[src/rtl/tfr_pkg.sv]
package tfr_pkg;
    typedef enum logic [1:0] {
        FM_IGNORE = 2'd0,
        FM_SYNC   = 2'd1,
        FM_ASYNC  = 2'd2,
        FM_SPLIT  = 2'd3
    } fail_mode_e;

    localparam logic [5:0] TAG_FSC = 6'h11;

    typedef struct packed {
        logic       el_nz;
        logic       is_write;
        logic [5:0] fsc;
    } syndrome_t;
endpackage

[src/rtl/tfr_mode_decode.sv]
module tfr_mode_decode
    import tfr_pkg::*;
#(
    parameter int ADDR_W      = 64,
    parameter int CTL_W       = 64,
    parameter int EL0_MODE_LO = 38,
    parameter int HI_MODE_LO  = 40,
    parameter int RANGE_BIT   = 55
) (
    input  logic              fail_valid,
    input  logic [ADDR_W-1:0] fail_addr,
    input  logic              fail_is_write,
    input  logic              regime_el0,
    input  logic              two_ranges,
    input  logic [CTL_W-1:0]  ctl_word,
    output logic              want_sync,
    output logic              want_async,
    output logic              async_bit
);
    fail_mode_e mode;
    logic       unused_bits;

    assign unused_bits = ^{ctl_word, fail_addr};

    always_comb begin
        mode = regime_el0 ? fail_mode_e'(ctl_word[EL0_MODE_LO +: 2])
                          : fail_mode_e'(ctl_word[HI_MODE_LO +: 2]);
        want_sync  = 1'b0;
        want_async = 1'b0;
        if (fail_valid) begin
            unique case (mode)
                FM_IGNORE: ;
                FM_SYNC:   want_sync  = 1'b1;
                FM_ASYNC:  want_async = 1'b1;
                FM_SPLIT: begin
                    want_async = fail_is_write;
                    want_sync  = !fail_is_write;
                end
                default: ;
            endcase
        end
        async_bit = two_ranges ? fail_addr[RANGE_BIT] : 1'b0;
    end

    // never both responses for one failure
    always_comb begin
        a_one_response_r7: assert (!(want_sync && want_async));
    end
endmodule

[src/rtl/tfr_status_bank.sv]
module tfr_status_bank #(
    parameter int NUM_EL = 4,
    localparam int EL_W  = (NUM_EL > 1) ? $clog2(NUM_EL) : 1
) (
    input  logic                clk,
    input  logic                rst_n,
    input  logic                set_valid,
    input  logic [EL_W-1:0]     set_el,
    input  logic                set_bit,
    input  logic                clr_valid,
    input  logic [EL_W-1:0]     clr_el,
    input  logic [1:0]          clr_mask,
    output logic [2*NUM_EL-1:0] status,
    output logic                any_set
);
    logic [NUM_EL-1:0][1:0] status_d, status_q;

    always_comb begin
        status_d = status_q;
        for (int e = 0; e < NUM_EL; e++) begin
            if (clr_valid && clr_el == EL_W'(e))
                status_d[e] = status_d[e] & ~clr_mask;
            if (set_valid && set_el == EL_W'(e))
                status_d[e][set_bit] = 1'b1;
        end
    end

    always_ff @(posedge clk) begin
        if (!rst_n) status_q <= '0;
        else        status_q <= status_d;
    end

    assign status  = status_q;
    assign any_set = |status_q;

    for (genvar e = 0; e < NUM_EL; e++) begin : g_el
        for (genvar b = 0; b < 2; b++) begin : g_bit
            // a set bit survives unless its clear arrives
            p_sticky_r6: assert property (@(posedge clk) disable iff (!rst_n)
                status_q[e][b] && !(clr_valid && clr_el == EL_W'(e) && clr_mask[b])
                |=> status_q[e][b]);
            // a bit only rises after a set aimed at it
            p_rise_cause_r5: assert property (@(posedge clk) disable iff (!rst_n)
                $rose(status_q[e][b])
                |-> $past(set_valid && set_el == EL_W'(e) && set_bit == b[0]));
            // a clear with no competing set empties the bit
            p_clear_r8: assert property (@(posedge clk) disable iff (!rst_n)
                clr_valid && clr_el == EL_W'(e) && clr_mask[b]
                && !(set_valid && set_el == EL_W'(e) && set_bit == b[0])
                |=> !status_q[e][b]);
        end
    end
endmodule

[src/rtl/tag_fault_router.sv]
module tag_fault_router
    import tfr_pkg::*;
#(
    parameter int ADDR_W      = 64,
    parameter int CTL_W       = 64,
    parameter int NUM_EL      = 4,
    parameter int EL0_MODE_LO = 38,
    parameter int HI_MODE_LO  = 40,
    parameter int RANGE_BIT   = 55,
    localparam int EL_W       = (NUM_EL > 1) ? $clog2(NUM_EL) : 1
) (
    input  logic                clk,
    input  logic                rst_n,
    input  logic                fail_valid,
    input  logic [ADDR_W-1:0]   fail_addr,
    input  logic                fail_is_write,
    input  logic                regime_el0,
    input  logic                two_ranges,
    input  logic                cur_el_nz,
    input  logic [EL_W-1:0]     target_el,
    input  logic [CTL_W-1:0]    ctl_word,
    input  logic                clr_valid,
    input  logic [EL_W-1:0]     clr_el,
    input  logic [1:0]          clr_mask,
    output logic                sync_abort,
    output logic [7:0]          sync_syndrome,
    output logic [ADDR_W-1:0]   sync_addr,
    output logic [2*NUM_EL-1:0] status,
    output logic                async_pending
);
    typedef struct packed {
        logic              abort;
        syndrome_t         syn;
        logic [ADDR_W-1:0] addr;
    } abort_state_t;

    abort_state_t st_d, st_q;
    logic want_sync, want_async, async_bit;

    tfr_mode_decode #(
        .ADDR_W(ADDR_W), .CTL_W(CTL_W), .EL0_MODE_LO(EL0_MODE_LO),
        .HI_MODE_LO(HI_MODE_LO), .RANGE_BIT(RANGE_BIT)
    ) i_decode (
        .fail_valid(fail_valid), .fail_addr(fail_addr),
        .fail_is_write(fail_is_write), .regime_el0(regime_el0),
        .two_ranges(two_ranges), .ctl_word(ctl_word),
        .want_sync(want_sync), .want_async(want_async), .async_bit(async_bit)
    );

    tfr_status_bank #(.NUM_EL(NUM_EL)) i_bank (
        .clk(clk), .rst_n(rst_n),
        .set_valid(want_async), .set_el(target_el), .set_bit(async_bit),
        .clr_valid(clr_valid), .clr_el(clr_el), .clr_mask(clr_mask),
        .status(status), .any_set(async_pending)
    );

    always_comb begin
        st_d       = st_q;
        st_d.abort = want_sync;
        if (want_sync) begin
            st_d.syn.el_nz    = cur_el_nz;
            st_d.syn.is_write = fail_is_write;
            st_d.syn.fsc      = TAG_FSC;
            st_d.addr         = fail_addr;
        end
    end

    always_ff @(posedge clk) begin
        if (!rst_n) st_q <= '0;
        else        st_q <= st_d;
    end

    assign sync_abort    = st_q.abort;
    assign sync_syndrome = st_q.syn;
    assign sync_addr     = st_q.addr;

    // an abort pulse always follows a reported failure
    p_abort_cause_r3: assert property (@(posedge clk) disable iff (!rst_n)
        sync_abort |-> $past(fail_valid));
    // the abort carries the address of that failure
    p_abort_addr_r3: assert property (@(posedge clk) disable iff (!rst_n)
        sync_abort |-> sync_addr == $past(fail_addr));
    // the syndrome write flag matches the failing access
    p_abort_write_r4: assert property (@(posedge clk) disable iff (!rst_n)
        sync_abort |-> sync_syndrome[6] == $past(fail_is_write));
    // without an abort the captured values hold
    p_hold_r3: assert property (@(posedge clk) disable iff (!rst_n)
        !sync_abort |-> $stable(sync_addr) && $stable(sync_syndrome));
endmodule

[config.mk]
export PLATFORM = sky130hd
export DESIGN_NAME = tag_fault_router
export DESIGN_NICKNAME = d
export VERILOG_FILES = /design/src/rtl/tfr_pkg.sv /design/src/rtl/tfr_mode_decode.sv /design/src/rtl/tfr_status_bank.sv /design/src/rtl/tag_fault_router.sv
export SDC_FILE = /design/constraint.sdc
export NUM_CORES = 1
export LEC_CHECK = 0
export ABC_AREA = 1
export BUFFER_PORTS_ARGS = -buffer_cell sky130_fd_sc_hd__buf_2
export CORE_ASPECT_RATIO = 0.8
export CORE_MARGIN = 8
export CORE_UTILIZATION = 43
export CTS_CLUSTER_DIAMETER = 150
export DETAILED_ROUTE_END_ITERATION = 16
export PLACE_DENSITY = 0.85
export SETUP_SLACK_MARGIN = 0.15
export SYNTH_ARGS = -nofsm -noshare
export SYNTH_HDL_FRONTEND = slang
export SYNTH_SLANG_ARGS = --single-unit
[constraint.sdc]
create_clock -name clk -period 2.1 [get_ports clk]
set_input_delay 0 -clock clk [delete_from_list [all_inputs] [get_ports clk]]
set_output_delay 0 -clock clk [all_outputs]
set_load 0.02 [all_outputs]
==> Flow_metrics.wiki, run 1 <==
{| class="wikitable"
! Metric !! Value
|-
| Result of the run || completed
|-
| Switching power summed over all nets || 0.9237 mW
|-
| Number of H-tree branching levels || 3
|-
| CP Data Required Time || around 2300 ps
|-
| Hold WC Path Type || input pin to register
|-
| Synth-to-layout area growth || 52.87%
|-
| Internal || 2.200 mW
|-
| Count of max-cap constraint violations || 0
|-
| Initial antenna violation count || 0
|-
| Starting density of the core || 0.4424
|-
| Vias in the first global route || ~3400
|-
| Share of power burned in combinational logic || 0.198
|-
| Clk Latency, worst-skew pair || 340 ps
|-
| Master cell of the clock root buffer || clkbuf_8
|-
| Fmax || 744.4 MHz
|-
| Area of the die || 10020 um^2
|-
| Final hold violation count || 0
|-
| Kind of end point of the critical path || register
|-
| Number of post-CTS setup repair buffers || 0
|-
| Overflow after GRT || 0
|-
| Number of synthesized register bits || 76
|-
| Maximum number of pins on one net before global-route repair || 56
|-
| Residual antenna-violating net count after detailed routing || 0
|-
| Final standard cell utilization of the core || 0.6763
|-
| RSZ-0062 raised after global routing || no
|-
| Initial DRC count || 171
|-
| Detailed-placement wirelength estimate || 6.504 mm
|-
| Routability Congestion || between 0.7 and 0.8
|-
| Relative contribution of sequential cells to total power || 0.495
|-
| Data arrival time of the worst path || 1560 ps
|-
| Core area || 6858 um^2
|-
| Min Tclk post-route || around 1300 ps
|-
| Cell area after technology mapping || 3034 um^2
|-
| Total of buffers placed on input and output ports || 159
|-
| Share of post-route cells with drive strength above 1 || 0.3361
|-
| Peak fanout along the critical path || 40
|-
| Multi-input gate area in the final layout || 1236 um^2
|-
| Detailed Routing Iterations Pass 1 || 5
|-
| Worst-case clock skew || 0 ps
|-
| Number of cells in the finished layout apart from fillers || 681
|-
| Fraction of the yosys area taken by sequential cells || 0.5014
|-
| Slew at the pin with the worst max-slew slack || between 600 and 700 ps
|-
| First-pass GRT wire length || 16.15 mm
|-
| Power density over cell area || just under 700 nW/um^2
|-
| Remaining max-slew budget at the tightest pin || 0.5644
|-
| Cell variety after synth || 24
|-
| Largest buffer count on any clock path || 2
|-
| I/O pin cnt || 224
|-
| Final wirelength || 10.34 mm
|-
| Post-Place Cells || 596
|-
| Fin crit share || 0.6397
|-
| Cell depth of the worst hold path || 4
|-
| Type of origin of the critical path || input pin
|-
| Final number of setup-violating endpoints || 0
|-
| Filler cells || 561
|-
| Final total negative setup slack || 0 ps
|-
| Avg Vias per Cell || around 5.0
|-
| Width of the die || 109.9 um
|-
| Yosys warning total || 0
|-
| Routed vias || 3398
|-
| Clk pin slew, worst setup/hold paths || 80 ps
|-
| Max VDD drop || just under 0.5 mV
|-
| Area taken by flip-flops and latches || 1521 um^2
|-
| Max-slew violation count || 0
|-
| Drt wl/cell || 15.18 um
|-
| Die extent in y || 91.14 um
|-
| Relative contribution of the clock network to total power || 0.307
|-
| Most frequent cells in the layout || buf_2 (159), dfxtp_1 (76), nand2_1 (75)
|-
| Fin nets || 729
|-
| Cell count after synthesis || around 380
|-
| Most common cell after layout, fill and taps aside || buf_2
|-
| Global-route usage over all layers || 0.1985
|-
| Mapped Avg Cell Area || 8.091 um^2
|-
| Clk sink count || 76
|-
| Number of cells on the worst reg-to-reg path || 2
|-
| Count of unresolved DRC violations after routing || 0
|-
| WS Path Type || input pin to register
|-
| Cts bufs inserted || 9
|-
| Placement row count || 27
|-
| CTS tree || done
|-
| Static Leakage || 2.140 nW
|-
| Sw frac || 0.2958
|}
[cell usage after synthesis, drive strengths merged]
cell / number / area share
conb: 1 / 0.0012
o21ai: 10 / 0.016
buf: 26 / 0.065
nand4: 8 / 0.016
a21oi: 74 / 0.12
clkbuf: 8 / 0.0099
inv: 15 / 0.019
dfxtp: 76 / 0.50
nor2: 7 / 0.012
nor4: 2 / 0.0041
nand2: 76 / 0.095
nand3: 71 / 0.14
clkinv: 1 / 0.0016
[critical path: stages]
cell	delay, ps
dlygate4sd3_1	550
buf_2	140
inv_2	470
buf_12	290
a21oi_1	70
[metal layers]
layer	share of wire	vias to the layer above	GRT usage
met1	0.39	1541	0.2176
met2	0.48	149	0.3315
met3	0.11	21	0.07415
li1	-	1687	-
met5	0	-	0
met4	0.023	0	0.08979
[through the flow]
step / setup slack (ps) / hold WS (ps) / instance area [um^2] / power [mW]
floorplan: 1216 / 118.8 / 3045 / 1.909
CTS: 807.1 / 12.92 / 4633 / 3.148
finish: 756.6 / 34.24 / 4638 / 3.123
global placement: 915.9 / 245.6 / 3794 / 2.075
detailed placement: 857.7 / 251.8 / 3794 / 2.091
global route: 717.5 / 39.11 / 4633 / 3.269
[final timing paths]
kind | from | end | slack, ps
setup / recovery | rst_n | sync_addr[48]$_SDFFE_PN0P_ | 760
hold / removal | target_el[1] | i_bank.status[3]$_SDFF_PN0_ | 30
setup reg to reg | i_bank.status[6]$_SDFF_PN0_ | i_bank.status[6]$_SDFF_PN0_ | 1400
hold reg to reg | sync_addr[32]$_SDFFE_PN0P_ | sync_addr[32]$_SDFFE_PN0P_ | 460
[sequential cells by signal, indices dropped and copies added, names as in the netlist]
signal and cells:
sync_addr 64, sync_abort 1, i_bank.status 8, sync_syndrome 3
[cell type report]
cell class                 count  area share
multi-input combinational    252      0.2665
sequential                    76      0.3280
clock buffer                  10     0.02752
antenna                        2    0.001079
clock inverter                 6    0.008902
tap                           87     0.02347
inverter                      16     0.01322
timing repair buffer         232      0.3313
[cell families after synthesis]
logic type | share of synthesized area
flops | 0.5014
simple gates | 0.2627
other cells | 0.001236
compound gates | 0.1398
buf+inv | 0.09484
[timing repair]
item                                   4_1_cts  5_1_grt
gates resized for setup                      0        0
hold buffers                                67        0
endpoints found under the hold margin       68        0
[power by group through the flow]
stage | registers, mW | logic (mW) | clock network [mW]
6_report | 1.54 | 0.620 | 0.959
4_1_cts | 1.54 | 0.614 | 0.991
3_3_place_gp | 1.57 | 0.502 | 0
3_5_place_dp | 1.58 | 0.516 | 0
5_1_grt | 1.55 | 0.671 | 1.04
2_1_floorplan | 1.66 | 0.247 | 0
No activity file was read; power rests on OpenSTA's default activity.
==> run 2, diff against run 1 <==
--- a/config.mk
+++ b/config.mk
@@ -9,10 +9,10 @@
 export BUFFER_PORTS_ARGS = -buffer_cell sky130_fd_sc_hd__buf_2
 export CORE_ASPECT_RATIO = 0.8
 export CORE_MARGIN = 8
-export CORE_UTILIZATION = 43
+export CORE_UTILIZATION = 36
 export CTS_CLUSTER_DIAMETER = 150
 export DETAILED_ROUTE_END_ITERATION = 16
-export PLACE_DENSITY = 0.85
+export PLACE_DENSITY = 0.76
 export SETUP_SLACK_MARGIN = 0.15
 export SYNTH_ARGS = -nofsm -noshare
 export SYNTH_HDL_FRONTEND = slang
==> constraint.sdc (replaced) <==
create_clock -name clk -period 1.2 [get_ports clk]
set_input_delay 0 -clock clk [delete_from_list [all_inputs] [get_ports clk]]
set_output_delay 0 -clock clk [all_outputs]
set_load 0.02 [all_outputs]
==> run 2 against run 1 <==
Clock skew unchanged. Die area increased by 16%. First-iteration DRC count is 42% higher. Largest cell class unchanged.
==> Flow_metrics.wiki, run 2 (synthesis gave the netlist of run 1 again) <==
{| class="wikitable"
! Metric !! Value
|-
| Result of the run || completed
|-
| Kind of end point of the critical path || output pin
|-
| Most frequent cells in the layout || buf_2 (158), nand2_1 (75), dfxtp_1 (74)
|-
| Peak fanout along the critical path || 3 (-93%)
|-
| Post-Place Cells || 623 (+4.5%)
|-
| Routability Congestion || 0.7982 (+5.6%)
|-
| WS Path Type || register to output pin
|-
| Count of max-cap constraint violations || 0 (unchanged)
|-
| Share of post-route cells with drive strength above 1 || 0.3468 (+0.01065)
|-
| Initial DRC count || 242 (+42%)
|-
| Maximum number of pins on one net before global-route repair || 44 (-21%)
|-
| Clk pin slew, worst setup/hold paths || 80 ps (about the same)
|-
| Fmax || 859.6 MHz
|-
| Type of origin of the critical path || register
|-
| Core area || 8333 um^2 (+22%)
|-
| Master cell of the clock root buffer || clkbuf_8
|-
| First-pass GRT wire length || 16.95 mm (+4.9%)
|-
| Number of cells in the finished layout apart from fillers || 708 (+4.0%)
|-
| Most common cell after layout, fill and taps aside || buf_2
|-
| Largest buffer count on any clock path || 2 (unchanged)
|-
| Number of H-tree branching levels || 3 (unchanged)
|-
| Final number of setup-violating endpoints || 0 (unchanged)
|-
| Detailed-placement wirelength estimate || 6.924 mm (+6.5%)
|-
| Clk Latency, worst-skew pair || 330 ps (about the same)
|-
| Number of post-CTS setup repair buffers || 0 (unchanged)
|-
| Detailed Routing Iterations Pass 1 || 4 (-1)
|-
| Min Tclk post-route || 1163 ps
|-
| Residual antenna-violating net count after detailed routing || 0 (unchanged)
|-
| Data arrival time of the worst path || 1160 ps (-400 ps)
|-
| Flip-flop count of the largest register, all copies and words added || 64 (unchanged)
|-
| Power density over cell area || 1262 nW/um^2 (+87%)
|-
| Final hold violation count || 0 (unchanged)
|-
| Clk sink count || 76 (unchanged)
|-
| Vias in the first global route || 3518 (+3.0%)
|-
| Count of unresolved DRC violations after routing || 0 (unchanged)
|-
| Dpl ws || 75.49 ps (-782.2 ps)
|-
| Hold WC Path Type || input pin to register
|-
| Global-route usage over all layers || 0.1748 (-0.02373)
|-
| Routed vias || 3469 (+2.1%)
|-
| Synth-to-layout area growth || 58.93%
|-
| Total of buffers placed on input and output ports || 159 (unchanged)
|-
| CP Data Required Time || 1200 ps (-1120 ps)
|-
| Max-slew violation count || 0 (unchanged)
|-
| Fin crit share || 0.9695
|-
| I/O pin cnt || 224 (unchanged)
|-
| Final wirelength || 10.63 mm (+2.8%)
|-
| Drt wl/cell || 15.01 um (-1.1%)
|-
| Static Leakage || 2.220 nW (+3.7%)
|-
| Worst-case clock skew || 0 ps (unchanged)
|-
| Least setup slack across all paths after layout || 36.62 ps (-720.0 ps)
|-
| Placement row count || 30 (+11%)
|-
| Area of the die || 11640 um^2 (+16%)
|-
| Width of the die || 118.6 um (+7.9%)
|-
| CTS tree || done
|-
| Overflow after GRT || 0 (unchanged)
|-
| Cts bufs inserted || 9 (unchanged)
|-
| Starting density of the core || 0.3641 (-0.07832)
|-
| Fin nets || 731 (+0.27%)
|-
| Max VDD drop || 0.6965 mV (+43%)
|-
| RSZ-0062 raised after global routing || yes
|-
| Avg Vias per Cell || 4.900 (-1.8%)
|-
| Die extent in y || 98.12 um (+7.7%)
|-
| Filler cells || 704 (+25%)
|-
| Initial antenna violation count || 2 (+2)
|}
## run 2: worst paths after layout
check | start | to | slack [ps] | cells after the start
max | i_bank.status[6]$_SDFF_PN0_ | async_pending | 40 | 3
min | target_el[1] | i_bank.status[0]$_SDFF_PN0_ | 20 | 4
max reg2reg | i_bank.status[2]$_SDFF_PN0_ | i_bank.status[2]$_SDFF_PN0_ | 480 | 2
min reg2reg | sync_addr[46]$_SDFFE_PN0P_ | sync_addr[46]$_SDFFE_PN0P_ | 460 | 2
## run 2: routing by layer
metal,vias to the layer above,part of all wire,track usage
li1,1689,-,-
met1,1599,0.41,0.1854
met2,157,0.50,0.3075
met3,24,0.074,0.06632
met4,0,0.025,0.06887
met5,-,0,0
## run 2: area by class of cell
class,instances,area (um^2),area share
inverter,16,61.31,0.01271
antenna,2,5.005,0.001038
multi-input combinational,252,1257,0.2608
tap,112,140.1,0.02906
clock inverter,4,70.07,0.01453
timing repair buffer,234,1599,0.3316
sequential,76,1524,0.3160
clock buffer,12,165.2,0.03425
## run 2: worst max-delay path, stage by stage (launching register included)
cell and delay [ps]:
dfxtp_2 350, nor4_4 260, nand2_1 90, buf_6 140
## run 2: timing repair
action | CTS | global route
resized for setup | 4 | 4
hold endpoints to repair | 68 | 0
pin swaps | 1 | 2
endpoints found under the setup margin | 1 | 6
gates cloned | 0 | 0
hold buffers | 67 | 0
## run 2: report_power, final
part / internal, mW / switching [mW] / total (mW) / leakage, nW
sequential: 2.64 / 0.0648 / 2.71 / 0.621
combinational: 0.493 / 0.637 / 1.13 / 1.48
clock: 1.34 / 0.911 / 2.25 / 0.122
## run 2: metrics by stage
step                      hold slack, ps  power (mW)  cell area, um^2  TNS [ps]    util
after floorplan                    118.8       3.342             3045         0       -
after global placement             260.1       3.666             3877         0  0.4653
after detailed placement           269.4       3.702             3877         0  0.4653
after CTS                          5.664       6.131             4797    -18.11  0.5757
after global routing               43.02       6.366             4822    -59.24  0.5787
final                              20.21       6.085             4822         0  0.5787
==> run 3, diff against run 2 <==
--- a/config.mk
+++ b/config.mk
@@ -9,10 +9,9 @@
 export BUFFER_PORTS_ARGS = -buffer_cell sky130_fd_sc_hd__buf_2
 export CORE_ASPECT_RATIO = 0.8
 export CORE_MARGIN = 8
-export CORE_UTILIZATION = 36
+export CORE_UTILIZATION = 25
 export CTS_CLUSTER_DIAMETER = 150
 export DETAILED_ROUTE_END_ITERATION = 16
-export PLACE_DENSITY = 0.76
 export SETUP_SLACK_MARGIN = 0.15
 export SYNTH_ARGS = -nofsm -noshare
 export SYNTH_HDL_FRONTEND = slang
==> run 3 against run 2 <==
Sequential power about the same. First-iteration DRC count decreased by 27%. Critical path depth unchanged. Clock power increased by 28%. Global-route usage decreased by 4.3 points. Die area increased by 37%. Register-to-register slack got worse by 40 ps. Setup slack improved by 3.9 ps. Clock skew unchanged. Utilization decreased by 17 points. Critical path type unchanged.
==> Flow_metrics.wiki, run 3 (synthesis gave the netlist of run 1 again) <==
{| class="wikitable"
! Metric !! Value
|-
| Worst setup path startpoint || i_bank.status[0]$_SDFF_PN0_
|-
| Clk pin slew, worst setup/hold paths || 60 ps (-20 ps)
|-
| Multi-input gate area in the final layout || 1257 um^2 (unchanged)
|-
| Largest buffer count on any clock path || 2 (unchanged)
|-
| Result of the run || completed
|-
| Final wirelength || 10.64 mm (about the same)
|-
| Peak fanout along the critical path || 2 (-1)
|-
| Core area || 12030 um^2 (+44%)
|-
| Global-route usage over all layers || 0.1313 (-0.04347)
|-
| Die extent in y || 114.5 um (+17%)
|-
| Avg Vias per Cell || 4.519 (-7.8%)
|-
| Number of cells in the finished layout apart from fillers || 747 (+5.5%)
|-
| Data arrival time of the worst path || 1160 ps (about the same)
|-
| Most common cell after layout, fill and taps aside || buf_2
|-
| Starting density of the core || 0.2523 (-0.1118)
|-
| CP cell instances || nor4_4 > nand2_1 > buf_6
|-
| Cts bufs inserted || 9 (unchanged)
|-
| Power density over cell area || 1358 nW/um^2 (+7.6%)
|-
| Maximum number of pins on one net before global-route repair || 58 (+32%)
|-
| RSZ-0062 raised after global routing || yes
|-
| WS Path Type || register to output pin
|-
| Count of max-cap constraint violations || 0 (unchanged)
|-
| Clk Latency, worst-skew pair || 330 ps (about the same)
|-
| Master cell of the clock root buffer || clkbuf_16
|-
| Routability Congestion || 0.7096 (-11%)
|-
| Final total negative setup slack || 0 ps (unchanged)
|-
| Origin of the critical flop-to-flop path || i_bank.status[0]$_SDFF_PN0_
|-
| Endpoint of the worst-slack reg-to-reg timing path || i_bank.status[0]$_SDFF_PN0_
|-
| Max VDD drop || 0.6591 mV (-5.4%)
|-
| Residual antenna-violating net count after detailed routing || 0 (unchanged)
|-
| Drt wl/cell || 14.24 um (-5.1%)
|-
| Count of unresolved DRC violations after routing || 0 (unchanged)
|-
| Fmax || 862.5 MHz (+0.34%)
|-
| Area taken by flip-flops and latches || 1524 um^2 (unchanged)
|-
| Number of cells on the worst reg-to-reg path || 3 (+1)
|-
| Initial antenna violation count || 1 (-1)
|-
| Detailed Routing Iterations Pass 1 || 4 (unchanged)
|-
| Overflow after GRT || 0 (unchanged)
|-
| Detailed-placement wirelength estimate || 6.979 mm (+0.79%)
|-
| Vias in the first global route || 3444 (-2.1%)
|-
| Filler cells || 1178 (+67%)
|-
| Placement row count || 36 (+20%)
|-
| Final hold violation count || 0 (unchanged)
|-
| Worst-case clock skew || 0 ps (unchanged)
|-
| Fin crit share || 0.9662 (-0.003251)
|-
| Width of the die || 139.2 um (+17%)
|-
| Static Leakage || 2.257 nW (+1.7%)
|-
| Crit path to || async_pending
|-
| Largest stage delay, worst path || 330 ps (-20 ps)
|-
| Clk sink count || 76 (unchanged)
|-
| Share of post-route cells with drive strength above 1 || 0.3468 (unchanged)
|-
| Number of H-tree branching levels || 3 (unchanged)
|-
| First-pass GRT wire length || 16.90 mm (-0.28%)
|-
| CP Data Required Time || 1200 ps (about the same)
|-
| Fin nets || 731 (unchanged)
|-
| Area of the die || 15940 um^2 (+37%)
|-
| Flip-flop count of the largest register, all copies and words added || 64 (unchanged)
|-
| Max-slew violation count || 0 (unchanged)
|-
| Post-Place Cells || 663 (+6.4%)
|-
| Total power consumption of the routed design || 6.717 mW (+10%)
|-
| Slowest stage cell on the critical path || dfxtp_2
|-
| CTS tree || done
|-
| Kind of end point of the critical path || output pin
|-
| Total of buffers placed on input and output ports || 159 (unchanged)
|-
| I/O pin cnt || 224 (unchanged)
|-
| Hold WC Path Type || input pin to register
|-
| Initial DRC count || 177 (-27%)
|-
| Cell depth of the worst hold path || 4 (unchanged)
|-
| Setup slack of the worst register-to-register path || 440 ps (-40 ps)
|-
| Min Tclk post-route || 1159 ps (-3.901 ps)
|-
| Routed vias || 3376 (-2.7%)
|-
| Most frequent cells in the layout || buf_2 (158), nand2_1 (75), dfxtp_1 (74)
|-
| Type of origin of the critical path || register
|-
| Final number of setup-violating endpoints || 0 (unchanged)
|-
| Synth-to-layout area growth || 63.01%
|}
## run 3: cell count changes in the layout (fill, tap and decap cells not counted)
| cell | before | now |
|---|---|---|
| buf_4 | 2 | 4 |
| dlygate4sd3_1 | 67 | 66 |
| clkbuf_8 | 12 | 1 |
| buf_6 | 2 | 1 |
| clkinv_2 | 3 | 4 |
| clkbuf_1 | 0 | 1 |
| clkbuf_16 | 0 | 9 |
| diode_2 | 2 | 1 |
## run 3: timing repair
action,CTS,global route
endpoints found under the setup margin,1,1
hold buffers,66,0
setup buffers,1,0
pin swaps,1,0
gates resized for setup,5,2
hold endpoints to repair,67,0
## run 3: worst min path at each step
| stage | start | endpoint | slack [ps] |
|---|---|---|---|
| after floorplan | rst_n | sync_syndrome[0]$_SDFFE_PN0P_ | 120 |
| after detailed placement | rst_n | sync_syndrome[0]$_SDFFE_PN0P_ | 270 |
| after global placement | rst_n | sync_syndrome[0]$_SDFFE_PN0P_ | 260 |
| final | target_el[0] | i_bank.status[1]$_SDFF_PN0_ | 20 |
| after global routing | target_el[1] | i_bank.status[3]$_SDFF_PN0_ | 30 |
| after CTS | target_el[1] | i_bank.status[1]$_SDFF_PN0_ | 10 |
## run 3: metrics by stage
step,cell area (um^2),util,hold slack (ps),setup WS (ps)
after detailed placement,3928,0.3266,268.6,28.35
after global routing,4946,0.4113,33.82,-23.87
after floorplan,3045,-,118.8,316.4
after CTS,4936,0.4104,12.07,-5.775
after global placement,3928,0.3266,259.7,72.27
final,4946,0.4113,24.90,40.52
## run 3: cell type report
class                      instances  share of cell area
clock inverter                     5             0.01518
multi-input combinational        252              0.2542
timing repair buffer             234              0.3220
sequential                        76              0.3081
clock buffer                      11             0.04908
antenna                            1           0.0005059
tap                              152             0.03845
inverter                          16             0.01240
## run 3: layer usage
layer | share of wire | global-route usage
met5 | 0 | 0
met4 | 0.011 | 0.05325
met3 | 0.068 | 0.05958
met2 | 0.48 | 0.2239
met1 | 0.44 | 0.1404
## run 3: critical path, delay by kind of cell (launching register included)
kind                   cells  cell delay (ps)
buffers and inverters      1              140
DFF                        1              330
and+or+nand+nor            2              360
## run 3: power by group
part           internal [mW]  leakage [nW]  switching (mW)
combinational          0.491          1.48           0.633
clock                   1.87         0.159            1.02
sequential              2.65         0.621          0.0628
total                   5.00          2.26            1.71
